**config.mk**
```make
export PLATFORM = sky130hd
export DESIGN_NAME = irqc_top
export DESIGN_NICKNAME = d
export VERILOG_FILES = /design/src/rtl/irqc_pkg.sv /design/src/rtl/irqc_datapath.sv /design/src/rtl/irqc_control.sv /design/src/rtl/irqc_top.sv
export SDC_FILE = /design/constraint.sdc
export NUM_CORES = 1
export LEC_CHECK = 0
export ABC_AREA = 1
export BUFFER_PORTS_ARGS = -buffer_cell sky130_fd_sc_hd__buf_2
export CORE_AREA = 4 4 53 55
export DETAILED_ROUTE_END_ITERATION = 8
export DIE_AREA = 0 0 57 59
export GPL_ROUTABILITY_DRIVEN = 0
export PLACE_DENSITY = 0.77
export SLEW_MARGIN = 20
export SYNTH_ARGS = -nofsm -noshare
export SYNTH_HDL_FRONTEND = slang
export SYNTH_SLANG_ARGS = --single-unit
```
**constraint.sdc**
```tcl
create_clock -name clk -period 5.1 [get_ports clk]
set_input_delay 1.02 -clock clk [delete_from_list [all_inputs] [get_ports clk]]
set_output_delay 1.02 -clock clk [all_outputs]
set_load 0.01 [all_outputs]
```
**src/rtl/irqc_pkg.sv**
```systemverilog
package irqc_pkg;
  localparam int RegW = 8;
  localparam int LevelW = 3;
  localparam int PrioW = 5;
  localparam int NumGroups = 3;

  localparam logic [LevelW-1:0] LvlA0 = 3'd0;
  localparam logic [LevelW-1:0] LvlA1 = 3'd1;
  localparam logic [LevelW-1:0] LvlB  = 3'd4;
  localparam logic [LevelW-1:0] LvlC0 = 3'd6;
  localparam logic [LevelW-1:0] LvlC1 = 3'd7;

  localparam logic [RegW-1:0] ImplLevels =
    (RegW'(1) << LvlA0) | (RegW'(1) << LvlA1) | (RegW'(1) << LvlB) |
    (RegW'(1) << LvlC0) | (RegW'(1) << LvlC1);

  localparam logic [1:0] SelMask = 2'd0;
  localparam logic [1:0] SelPrio = 2'd1;
  localparam logic [1:0] SelPend = 2'd2;
  localparam logic [1:0] SelSys  = 2'd3;

  typedef struct packed {
    logic [RegW-1:0] clrPend;
    logic            gieSet;
    logic            gieClr;
  } ctlStrobe_t;
endpackage

```
**src/rtl/irqc_datapath.sv**
```systemverilog
module irqc_datapath
  import irqc_pkg::*;
(
  input  logic            clk,
  input  logic            rstN,
  input  logic [RegW-1:0] reqIn,
  input  logic            regWrEn,
  input  logic [1:0]      regSel,
  input  logic [RegW-1:0] regWrData,
  input  ctlStrobe_t      strobe,
  output logic [RegW-1:0] maskQ,
  output logic [PrioW-1:0] prioQ,
  output logic [RegW-1:0] pendQ,
  output logic            gieQ,
  output logic [RegW-1:0] regRdData
);
  logic wrMask, wrPrio, wrSys;
  assign wrMask = regWrEn && (regSel == SelMask);
  assign wrPrio = regWrEn && (regSel == SelPrio);
  assign wrSys  = regWrEn && (regSel == SelSys);

  always_ff @(posedge clk) begin
    if (!rstN) begin
      maskQ <= '0;
      prioQ <= '0;
      pendQ <= '0;
      gieQ  <= 1'b0;
    end else begin
      pendQ <= ((pendQ & ~strobe.clrPend) | reqIn) & ImplLevels;
      if (wrMask) maskQ <= regWrData & ImplLevels;
      if (wrPrio) prioQ <= regWrData[PrioW-1:0];
      if (strobe.gieClr)      gieQ <= 1'b0;
      else if (strobe.gieSet) gieQ <= 1'b1;
      else if (wrSys)         gieQ <= regWrData[0];
    end
  end

  always_comb begin
    case (regSel)
      SelMask: regRdData = maskQ;
      SelPrio: regRdData = RegW'(prioQ);
      SelPend: regRdData = pendQ;
      default: regRdData = RegW'(gieQ);
    endcase
  end

  // an acknowledged level with no fresh request is clear afterwards
  a_r9_ack_clears: assert property (@(posedge clk) disable iff (!rstN)
    ((strobe.clrPend != '0) && ((strobe.clrPend & reqIn) == '0))
      |=> ((pendQ & $past(strobe.clrPend)) == '0));

  a_r11_req_sets: assert property (@(posedge clk) disable iff (!rstN)
    ((reqIn & ImplLevels) != '0)
      |=> ((pendQ & $past(reqIn & ImplLevels)) == $past(reqIn & ImplLevels)));

  a_r3_pend_readonly: assert property (@(posedge clk) disable iff (!rstN)
    (wrSys == 1'b0 && regWrEn && regSel == SelPend &&
     strobe.clrPend == '0 && reqIn == '0) |=> $stable(pendQ));
endmodule

```
**src/rtl/irqc_control.sv**
```systemverilog
module irqc_control
  import irqc_pkg::*;
(
  input  logic             clk,
  input  logic             rstN,
  input  logic [RegW-1:0]  maskQ,
  input  logic [PrioW-1:0] prioQ,
  input  logic [RegW-1:0]  pendQ,
  input  logic             gieQ,
  input  logic             enCmd,
  input  logic             disCmd,
  input  logic             intAck,
  output ctlStrobe_t       strobe,
  output logic             intOut,
  output logic [LevelW-1:0] intLevel
);
  localparam int GrpA = 0;
  localparam int GrpB = 1;
  localparam int GrpC = 2;

  logic [RegW-1:0]      active;
  logic [NumGroups-1:0] grpValid;
  logic [LevelW-1:0]    grpLvl [NumGroups];
  logic [1:0]           ord [NumGroups];
  logic [LevelW-1:0]    winner;
  logic                 found;

  function automatic logic [LevelW-1:0] pickPair(
    input logic h0, input logic h1, input logic swap,
    input logic [LevelW-1:0] l0, input logic [LevelW-1:0] l1);
    if (swap) return h1 ? l1 : l0;
    else      return h0 ? l0 : l1;
  endfunction

  assign active = pendQ & maskQ & ImplLevels;

  always_comb begin
    grpValid[GrpA] = active[LvlA0] | active[LvlA1];
    grpValid[GrpB] = active[LvlB];
    grpValid[GrpC] = active[LvlC0] | active[LvlC1];
    grpLvl[GrpA] = pickPair(active[LvlA0], active[LvlA1], prioQ[3], LvlA0, LvlA1);
    grpLvl[GrpB] = LvlB;
    grpLvl[GrpC] = pickPair(active[LvlC0], active[LvlC1], prioQ[4], LvlC0, LvlC1);
  end

  always_comb begin
    case (prioQ[2:0])
      3'd1:    begin ord[0] = 2'(GrpA); ord[1] = 2'(GrpC); ord[2] = 2'(GrpB); end
      3'd2:    begin ord[0] = 2'(GrpB); ord[1] = 2'(GrpA); ord[2] = 2'(GrpC); end
      3'd3:    begin ord[0] = 2'(GrpB); ord[1] = 2'(GrpC); ord[2] = 2'(GrpA); end
      3'd4:    begin ord[0] = 2'(GrpC); ord[1] = 2'(GrpA); ord[2] = 2'(GrpB); end
      3'd5:    begin ord[0] = 2'(GrpC); ord[1] = 2'(GrpB); ord[2] = 2'(GrpA); end
      default: begin ord[0] = 2'(GrpA); ord[1] = 2'(GrpB); ord[2] = 2'(GrpC); end
    endcase
  end

  always_comb begin
    found  = 1'b0;
    winner = '0;
    for (int k = 0; k < NumGroups; k++) begin
      if (!found && grpValid[ord[k]]) begin
        winner = grpLvl[ord[k]];
        found  = 1'b1;
      end
    end
  end

  assign intOut   = gieQ && (active != '0);
  assign intLevel = intOut ? winner : '0;

  always_comb begin
    strobe.clrPend = (intAck && intOut) ? (RegW'(1) << winner) : '0;
    strobe.gieSet  = enCmd;
    strobe.gieClr  = disCmd;
  end

  a_r4_gated_by_gie: assert property (@(posedge clk) disable iff (!rstN)
    !gieQ |-> !intOut);

  a_r7_winner_live: assert property (@(posedge clk) disable iff (!rstN)
    intOut |-> (maskQ[intLevel] && pendQ[intLevel]));

  a_r5_dis_wins: assert property (@(posedge clk) disable iff (!rstN)
    disCmd |=> !gieQ);

  a_r5_en_sets: assert property (@(posedge clk) disable iff (!rstN)
    (enCmd && !disCmd) |=> gieQ);
endmodule

```
**src/rtl/irqc_top.sv**
```systemverilog
module irqc_top
  import irqc_pkg::*;
(
  input  logic              clk,
  input  logic              rstN,
  input  logic [RegW-1:0]   reqIn,
  input  logic              regWrEn,
  input  logic [1:0]        regSel,
  input  logic [RegW-1:0]   regWrData,
  output logic [RegW-1:0]   regRdData,
  input  logic              enCmd,
  input  logic              disCmd,
  input  logic              intAck,
  output logic              intOut,
  output logic [LevelW-1:0] intLevel
);
  ctlStrobe_t       strobe;
  logic [RegW-1:0]  maskQ;
  logic [PrioW-1:0] prioQ;
  logic [RegW-1:0]  pendQ;
  logic             gieQ;

  irqc_datapath u_dp (
    .clk(clk), .rstN(rstN), .reqIn(reqIn), .regWrEn(regWrEn),
    .regSel(regSel), .regWrData(regWrData), .strobe(strobe),
    .maskQ(maskQ), .prioQ(prioQ), .pendQ(pendQ), .gieQ(gieQ),
    .regRdData(regRdData)
  );

  irqc_control u_ctl (
    .clk(clk), .rstN(rstN), .maskQ(maskQ), .prioQ(prioQ), .pendQ(pendQ),
    .gieQ(gieQ), .enCmd(enCmd), .disCmd(disCmd), .intAck(intAck),
    .strobe(strobe), .intOut(intOut), .intLevel(intLevel)
  );
endmodule

```
# After elaboration in Yosys (flattened, before gate mapping)
# Cells that the tools add are included.
# Widths: inputs -> output; s select.
[word_totals]
reg_bits = 19
latchBits = 0
ramBits = 0
mem_bits_ro = 0
word_cells = 75
n_memories = 0
[op_classes]
n_addsub = 0
mul = 0
n_div = 0
n_lt_le_gt_ge = 6
eq_ne = 8
shifts = 1
n_mux = 32
bitwise = 10
n_reduce_logical = 13
[ops]
columns = ["op", "count"]
rows = [
  ["$mux 3", 11],
  ["$pmux 6 s5", 1],
  ["$pmux 8 s3", 1],
  ["$bmux 3 s2", 3],
  ["$and 8x8->8", 2],
  ["$mux 1", 12],
  ["$ge 3x3->1 const B", 3],
  ["$lt 2x3->1 const B", 3],
  ["$not 2->3", 3],
  ["$mux 8", 1],
  ["$not 8->8", 1],
  ["$or 8x8->8", 1],
  ["$reduce_bool 8->1", 1],
  ["$shl 1x3->8 const A", 1],
  ["$logic_and 1x1->1", 7],
  ["$bmux 1 s2", 3],
  ["$eq 3x2->1 const B", 2],
  ["$eq 3x3->1 const B", 2],
  ["$eq 2x2->1 const B", 2],
  ["$eq 3x1->1 const B", 1],
  ["$eq 2x1->1 const B", 1],
  ["$logic_not 1->1", 2],
  ["$logic_not 2->1", 1],
  ["$or 1x1->1", 2],
  ["3 further kinds", 3],
]

# Depth between registers and ports, before layout
# Gate-level depths: netlist of run 1.
[logic_depth]
depth_word = 16
mapped_depth = 17

# Hierarchy
# Synthesis of run 1 repeated with hierarchy kept, for this count alone.
[unflattened]
hier_cells = 231
area_unflattened_um2 = 1361.3
[modules_own_cells]
columns = ["mod", "n_inst", "cells_per_inst", "area_per_inst_um2", "seq_area_each_um2"]
rows = [
  ["irqc_datapath", 1, 108, 778.2, 320.3],
  ["irqc_control", 1, 123, 583.1, 0.0],
]

# Worst setup path after synthesis of run 1
# OpenSTA, ideal clock, no wires.
[synth_timing]
kind = "register to output"
start = "register u_dp.prioQ[1]"
end = "output intLevel[1]"
t_arrival_ps = 1680
required_time_ps = 4080
path_slack_ps = 2400
stages_incl_launch_ff = 12
path_buffers = 0
cell_sequence = "dfxtp_1 -> inv_2 -> ha_1 -> nand2_1 -> nand3_1 -> inv_1 -> nand2_1 -> nand2_2 -> nand3_1 -> nor2_1 -> nor2_1 -> nor2_1"
[synth_between]
elab_chain_len = 12
word_cells_on_any_way = 34
cone_classes = "eq/ne (5); mux (22); bitwise (3); reduce/logical (4)"
[synth_lines]
columns = ["element", "line_no", "rtl"]
rows = [
  ["start: declaration", "irqc_datapath.sv:12", "output logic [PrioW-1:0] prioQ,"],
  ["start signal: assignment", "irqc_datapath.sv:31", "if (wrPrio) prioQ <= regWrData[PrioW-1:0];"],
  ["$eq 3x3->1 (tied with other cells)", "irqc_control.sv:47", "case (prioQ[2:0])"],
  ["$pmux 6 s5 *", "irqc_control.sv:47", ""],
  ["$bmux 1 s2", "irqc_control.sv:61", "if (!found && grpValid[ord[k]]) begin"],
  ["$mux 1 (implied by the code)", "irqc_control.sv:61", ""],
  ["$mux 1", "irqc_control.sv:61", ""],
  ["$logic_not 1->1", "irqc_control.sv:61", ""],
  ["$logic_and 1x1->1", "irqc_control.sv:61", ""],
  ["$mux 1", "irqc_control.sv:61", ""],
  ["$logic_not 1->1", "irqc_control.sv:61", ""],
  ["$logic_and 1x1->1", "irqc_control.sv:61", ""],
  ["$mux 3 *", "irqc_control.sv:61", ""],
  ["$mux 3 *", "irqc_control.sv:69", "assign intLevel = intOut ? winner : '0;"],
  ["end: declaration", "irqc_top.sv:15", "output logic [LevelW-1:0] intLevel"],
]
# Every way passes the cells marked *; elsewhere a longest branch is shown, timed or not. The select of a mux whose other input is x is not followed.

# Worst setup path after layout of run 1
# Ends and elaborated chain as after synthesis.

==> implementation parameters, run 1 <==
Parameter                              Value

Clock tree
  TritonCTS clock tree    built
  Later-pin clock latency in the skew report    0.29 ns
  Clock sink count    16
  Hold buffer count at CTS    0
  Buffers from clock root to sink, at most    2
  CTS resizes    0
  TritonCTS buffer count    3
  Clock transition time at the flip-flop clock pins of the worst setup and hold paths    0.10 ns
  # Post-CTS Setup Buffers    0
  Cell at the root of the clock tree    sky130_fd_sc_hd__clkbuf_4
  Htree depth    1

Timing
  Unrepaired setup endpoints after global routing    false
  Sum of negative setup slack    0 ns
  Hold Violations, Final    0
  Post-route fraction of the period consumed by the critical path    63.7%
  Pins over their slew limit    0
  Post-layout min period    3.25 ns
  Setup-failing EPs final    0
  Worst Max-Slew Pin Slew    0.524 ns
  Max-slew headroom at the worst pin    64.8%
  Worst-case clock skew    0.00520 ns
  Maximum operating frequency    308 MHz

Global route
  Number of global-route vias before repair    1239
  Overall overflow remaining after global route    0
  Overall fraction of global-route tracks in use    18.8%
  Initial antenna violation count    0
  Wire length of the first global-routing pass    5110 um
  Pin count of the biggest net entering global routing    12

Floorplanning
  Chip Height    59 um
  Number of placement rows    18
  I/O Pins    36
  Total Die Area    0.00336 sq mm
  Die width    57 um
  Placeable core region    0.00239 sq mm
  Starting density of the core    50.1%

Route
  Number of remaining DRC errors    0
  Remaining antenna violation count    0
  Vias per inst    4.93
  First-iteration detailed-routing DRC count    49
  Per-cell routed wire length    10.9 um
  Final routed wirelength across all metal layers    2970 um
  Via count    1347
  Number of iterations in the first detailed-routing pass    4

Min path
  Worst Hold Class    flop to flop
  Min-Delay Startpoint    u_dp.pendQ[6]
  Hold worst-path end    u_dp.pendQ[6]
  Cell depth of the worst min-delay path    2

Final layout
  Layout cell share with drive strength beyond 1    16.9%
  Layout-stage area growth over the synthesis result    17.8%
  Summed area of non-filler cells in the final layout    0.00141 sq mm
  Number of nets in the layout    271
  ANT cells    0
  Most frequent standard cell in the layout excluding fill and tap cells    sky130_fd_sc_hd__nand2_1
  Commonest non-fill, non-tap cells in the layout    69 x sky130_fd_sc_hd__nand2_1, 31 x sky130_fd_sc_hd__inv_1, 30 x sky130_fd_sc_hd__buf_2

Critical path
  Kind of launch point of the worst setup path    flop
  Origin of the critical flop-to-flop path    u_dp.prioQ[1]
  Start-to-end type of the worst setup path    flop to output port
  Critical R2R Capture    u_dp.pendQ[0]
  Worst R2R Setup Slack    2.92 ns
  Type of element capturing the critical path    output port
  Arrival time of data at the critical path endpoint    2.23 ns
  Buf/Inv on CP    3
  Worst path required time    4.08 ns
  CP Max Fanout    8
  Cell family with the largest share of critical-path delay    simple AND/OR/NAND/NOR gates
  Maximum single-stage delay on the critical path    0.43 ns
  R2R depth    14
  Cell count along the critical path    12
  Master of the slowest instance on the critical path    sky130_fd_sc_hd__dfxtp_1
  Chain of cells forming the critical path    inv_2, ha_1, nand2_1, nand3_1, inv_1, nand2_1, nand2_2, nand3_1, nor2_1, nor2_1, nor2_1, buf_2
  Crit-path most repeated cell    sky130_fd_sc_hd__nor2_1

Power and ir drop
  Leakage component of the power    0.792 nW
  Peak supply drop    206 uV
  Total power divided by cell area    224 mW/mm^2

Placement
  Placed inst area    0.00137 sq mm
  Port Buffers    30
  Detail Placement HPWL    2410 um

Synthesis
  Post-synthesis cell area    0.00120 sq mm
  Total number of yosys warnings    0
  Post-synthesis sequential area ratio    26.8%
  Post-Synthesis Cells    211
  Post-synthesis register bit count    16
  Unique cell type count in the Yosys netlist    22
  Synthesized area per cell    5.67 sq um
  Post-Synthesis Net Count    238

Status
  Status    completed

Run
  Number of maximum-capacitance constraint violations    0
## metal layers
metal / global-route usage (%) / part of all wire, %
met5: 0 / 0
met2: 33.9 / 48
met4: 7.28 / 1.2
met1: 23.5 / 47
met3: 1.31 / 3.6
## metrics by stage
| step | utilization, % | cells | power, mW | setup WS, ns | hold WS [ns] |
|---|---|---|---|---|---|
| after floorplan | - | 211 | 0.208 | 2.40 | 0.452 |
| after global routing | 59.0 | 273 | 0.336 | 1.57 | 0.523 |
| final | 59.0 | 273 | 0.315 | 1.85 | 0.490 |
| after global placement | 57.5 | 269 | 0.233 | 2.19 | 0.471 |
| after CTS | 59.0 | 273 | 0.316 | 1.86 | 0.492 |
| after detailed placement | 57.5 | 269 | 0.234 | 2.19 | 0.481 |
## cell type report
class	instances	area [sq um]
inverters	35	131
fillers	270	978
clock buffers	4	36.3
flip-flops and latches	16	320
well taps	30	37.5
multi-input cells	158	733
repair buffers	30	150
## cells by family (layout without fill, tap and decap cells)
kind of cell    after synthesis  count (layout)  share of synthesized area (%)
other cells                   1               1                          0.314
simple gates                121             121                           41.6
fa+ha+maj                     3               3                           3.14
compound gates               33              33                           16.2
flops                        16              16                           26.8
buf+inv                      37              69                           11.9
## worst reg2reg max path, delay by kind of cell (launching register included)
| kind | cells | cell delay [ns] |
|---|---|---|
| and+or+nand+nor | 10 | 1.00 |
| DFF | 1 | 0.43 |
| adders and majority gates | 1 | 0.36 |
| buffers and inverters | 2 | 0.24 |
| AOI/OAI and AO/OA | 1 | 0.05 |
## worst max-delay path by stage
stage | slack, ns | from | end
2_1_floorplan | 2.40 | u_dp.prioQ[1] | intLevel[1]
3_3_place_gp | 2.19 | u_dp.prioQ[1] | intLevel[1]
3_5_place_dp | 2.19 | u_dp.prioQ[1] | intLevel[1]
4_1_cts | 1.86 | u_dp.prioQ[1] | intLevel[1]
5_1_grt | 1.57 | u_dp.prioQ[1] | intLevel[0]
6_report | 1.85 | u_dp.prioQ[1] | intLevel[1]
## power by group
group,total (mW),switching [mW],internal (mW)
combinational,0.0921,0.0593,0.0329
clock,0.0837,0.0402,0.0435
sequential,0.139,0.00721,0.132
total,0.315,0.107,0.209
## state kept, by name (all words and copies together) (netlist names)
signal	flops
u_dp.gieQ	1
u_dp.prioQ	5
u_dp.maskQ	5
u_dp.pendQ	5
## synthesized netlist by cell type (all sizes together)
master | n | area share (%)
a211oi | 1 | 0.63
a21oi | 12 | 5.0
a22o | 2 | 1.5
a31oi | 1 | 0.52
buf | 1 | 0.63
clkbuf | 1 | 0.31
conb | 1 | 0.31
dfxtp | 16 | 27
ha | 3 | 3.1
inv | 35 | 11
nand2 | 71 | 23
nand3 | 17 | 7.1
nand4 | 7 | 3.7
nor2 | 26 | 8.2
o2111ai | 1 | 0.73
o211ai | 3 | 1.9
o21ai | 12 | 5.3
o31ai | 1 | 0.63
Power figures use the tool's default switching activity.
==> run 2: changes to the inputs <==
--- a/config.mk
+++ b/config.mk
@@ -7,11 +7,11 @@
 export LEC_CHECK = 0
 export ABC_AREA = 1
 export BUFFER_PORTS_ARGS = -buffer_cell sky130_fd_sc_hd__buf_2
-export CORE_AREA = 4 4 53 55
+export CORE_AREA = 4 4 54 56
 export DETAILED_ROUTE_END_ITERATION = 8
-export DIE_AREA = 0 0 57 59
+export DIE_AREA = 0 0 58 60
 export GPL_ROUTABILITY_DRIVEN = 0
-export PLACE_DENSITY = 0.77
+export PLACE_DENSITY = 0.74
 export SLEW_MARGIN = 20
 export SYNTH_ARGS = -nofsm -noshare
 export SYNTH_HDL_FRONTEND = slang
==> constraint.sdc (replaced) <==
create_clock -name clk -period 3.1 [get_ports clk]
set_input_delay 0.62 -clock clk [delete_from_list [all_inputs] [get_ports clk]]
set_output_delay 0.62 -clock clk [all_outputs]
set_load 0.01 [all_outputs]
==> implementation parameters, run 2 (synthesis results as in run 1) <==
Parameter                              Value

Route
  First-iteration detailed-routing DRC count    70 (+43%)
  Vias per inst    4.96 (+0.59%)
  Via count    1355 (+0.59%)
  Remaining antenna violation count    0 (unchanged)
  Number of remaining DRC errors    0 (unchanged)
  Final routed wirelength across all metal layers    2990 um (+0.61%)
  Per-cell routed wire length    10.9 um (+0.61%)
  Number of iterations in the first detailed-routing pass    4 (unchanged)

Final layout
  # fillers    259 (-4.1%)
  Commonest non-fill, non-tap cells in the layout    69 x sky130_fd_sc_hd__nand2_1, 31 x sky130_fd_sc_hd__inv_1, 30 x sky130_fd_sc_hd__buf_2
  Largest regs    u_dp.maskQ (5), u_dp.pendQ (5), u_dp.prioQ (5)
  Number of nets in the layout    271 (unchanged)
  Layout cell share with drive strength beyond 1    16.9% (unchanged)
  ANT cells    0 (unchanged)
  Layout-stage area growth over the synthesis result    17.8% (unchanged)
  Most frequent standard cell in the layout excluding fill and tap cells    sky130_fd_sc_hd__nand2_1

Timing
  Max-slew headroom at the worst pin    61.4% (-3.4 points)
  Setup-failing EPs final    0 (unchanged)
  Post-route fraction of the period consumed by the critical path    92.1%
  Worst Max-Slew Pin Slew    0.574 ns (+0.0503 ns)
  Unrepaired setup endpoints after global routing    false
  Worst-case clock skew    0.00560 ns (+0.000399 ns)
  Setup WS post-layout    0.244 ns (-1.61 ns)
  Hold Violations, Final    0 (unchanged)
  Sum of negative setup slack    0 ns (unchanged)
  Pins over their slew limit    0 (unchanged)
  Maximum operating frequency    350 MHz
  Post-layout min period    2.86 ns

Global route
  Initial antenna violation count    0 (unchanged)
  Number of global-route vias before repair    1251 (+0.97%)
  Pin count of the biggest net entering global routing    12 (unchanged)
  Overall overflow remaining after global route    0 (unchanged)
  Wire length of the first global-routing pass    5130 um (+0.39%)
  Overall fraction of global-route tracks in use    18.8% (-0.083 points)

Floorplanning
  Chip Height    60 um (+1.7%)
  Placeable core region    0.00243 sq mm (+1.9%)
  Number of placement rows    18 (unchanged)
  Starting density of the core    49.2% (-0.93 points)
  I/O Pins    36 (unchanged)
  Die width    58 um (+1.8%)
  Total Die Area    0.00348 sq mm (+3.5%)

Critical path
  Worst path required time    2.48 ns (-1.60 ns)
  Master of the slowest instance on the critical path    sky130_fd_sc_hd__dfxtp_1
  Maximum single-stage delay on the critical path    0.43 ns (about the same)
  CP Max Fanout    8 (unchanged)
  Chain of cells forming the critical path    inv_2, ha_1, nand2_1, nand3_1, inv_1, nand2_1, nand2_2, nand3_1, nor2_1, nor2_1, nor2_1, buf_2
  Buf/Inv on CP    3 (unchanged)
  Crit-path most repeated cell    sky130_fd_sc_hd__nor2_1
  Type of element capturing the critical path    output port
  Kind of launch point of the worst setup path    flop
  Arrival time of data at the critical path endpoint    2.24 ns (about the same)
  Start-to-end type of the worst setup path    flop to output port
  Cell family with the largest share of critical-path delay    simple AND/OR/NAND/NOR gates

Clock tree
  Htree depth    1 (unchanged)
  Later-pin clock latency in the skew report    0.28 ns (about the same)
  Buffers from clock root to sink, at most    2 (unchanged)
  CTS resizes    0 (unchanged)
  # Post-CTS Setup Buffers    0 (unchanged)
  TritonCTS clock tree    built
  TritonCTS buffer count    3 (unchanged)
  Cell at the root of the clock tree    sky130_fd_sc_hd__clkbuf_4
  Clock transition time at the flip-flop clock pins of the worst setup and hold paths    0.09 ns (about the same)
  Clock sink count    16 (unchanged)
  Hold buffer count at CTS    0 (unchanged)

Power and ir drop
  Total power divided by cell area    367 mW/mm^2 (+64%)
  Leakage component of the power    0.792 nW (unchanged)
  Peak supply drop    305 uV (+48%)

Run
  Number of maximum-capacitance constraint violations    0 (unchanged)

Status
  Status    completed

Placement
  Detail Placement HPWL    2450 um (+1.7%)
  Minimum setup slack after placement    0.565 ns (-1.63 ns)
  Port Buffers    30 (unchanged)

Min path
  Worst Hold Class    flop to flop
-- run 2: cell counts in the layout (fill, tap and decap cells not counted) --
Identical to the previous run, type by type.
-- run 2: report_power, final --
part	total (mW)	switching, mW	internal (mW)
clock	0.135	0.0637	0.0715
combinational	0.151	0.0973	0.0540
sequential	0.230	0.0125	0.218
total	0.517	0.173	0.343
-- run 2: worst min-delay path, cell delays in order, from the launching register on --
cell and delay (ns):
sky130_fd_sc_hd__dfxtp_1 0.33, sky130_fd_sc_hd__nand2_1 0.07, sky130_fd_sc_hd__a21oi_1 0.05
-- run 2: final timing paths --
path	to	slack (ns)	startpoint	depth (start not counted)
hold / removal	u_dp.pendQ[6]	0.49	u_dp.pendQ[6]	2
setup / recovery	intLevel[0]	0.24	u_dp.prioQ[1]	12
setup reg to reg	u_dp.pendQ[0]	0.92	u_dp.prioQ[1]	14
hold reg to reg	u_dp.pendQ[6]	0.49	u_dp.pendQ[6]	2
-- run 2: area by class of cell --
| type | instances | area [sq um] | area share, % |
|---|---|---|---|
| clock buffer | 4 | 36.3 | 2.58 |
| inverter | 35 | 131 | 9.33 |
| multi-input combinational | 158 | 733 | 52.0 |
| sequential | 16 | 320 | 22.7 |
| tap | 30 | 37.5 | 2.66 |
| timing repair buffer | 30 | 150 | 10.7 |
-- run 2: routing by layer --
| metal | part of all wire (%) | up-vias | global-route usage [%] |
|---|---|---|---|
| li1 | - | 739 | - |
| met4 | 1.5 | 0 | 7.95 |
| met2 | 47 | 32 | 33.4 |
| met1 | 47 | 578 | 23.0 |
| met3 | 4.3 | 6 | 1.73 |
| met5 | 0 | - | 0 |
-- run 2: metrics by stage --
stage               total power [mW]  cell area (sq um)  util, %  instances  hold slack [ns]
floorplan                      0.342               1200        -        211            0.452
global placement               0.384               1370     56.4        269            0.471
detailed placement             0.385               1370     56.4        269            0.479
CTS                            0.520               1410     57.9        273            0.483
global route                   0.557               1410     57.9        273            0.476
finish                         0.517               1410     57.9        273            0.487
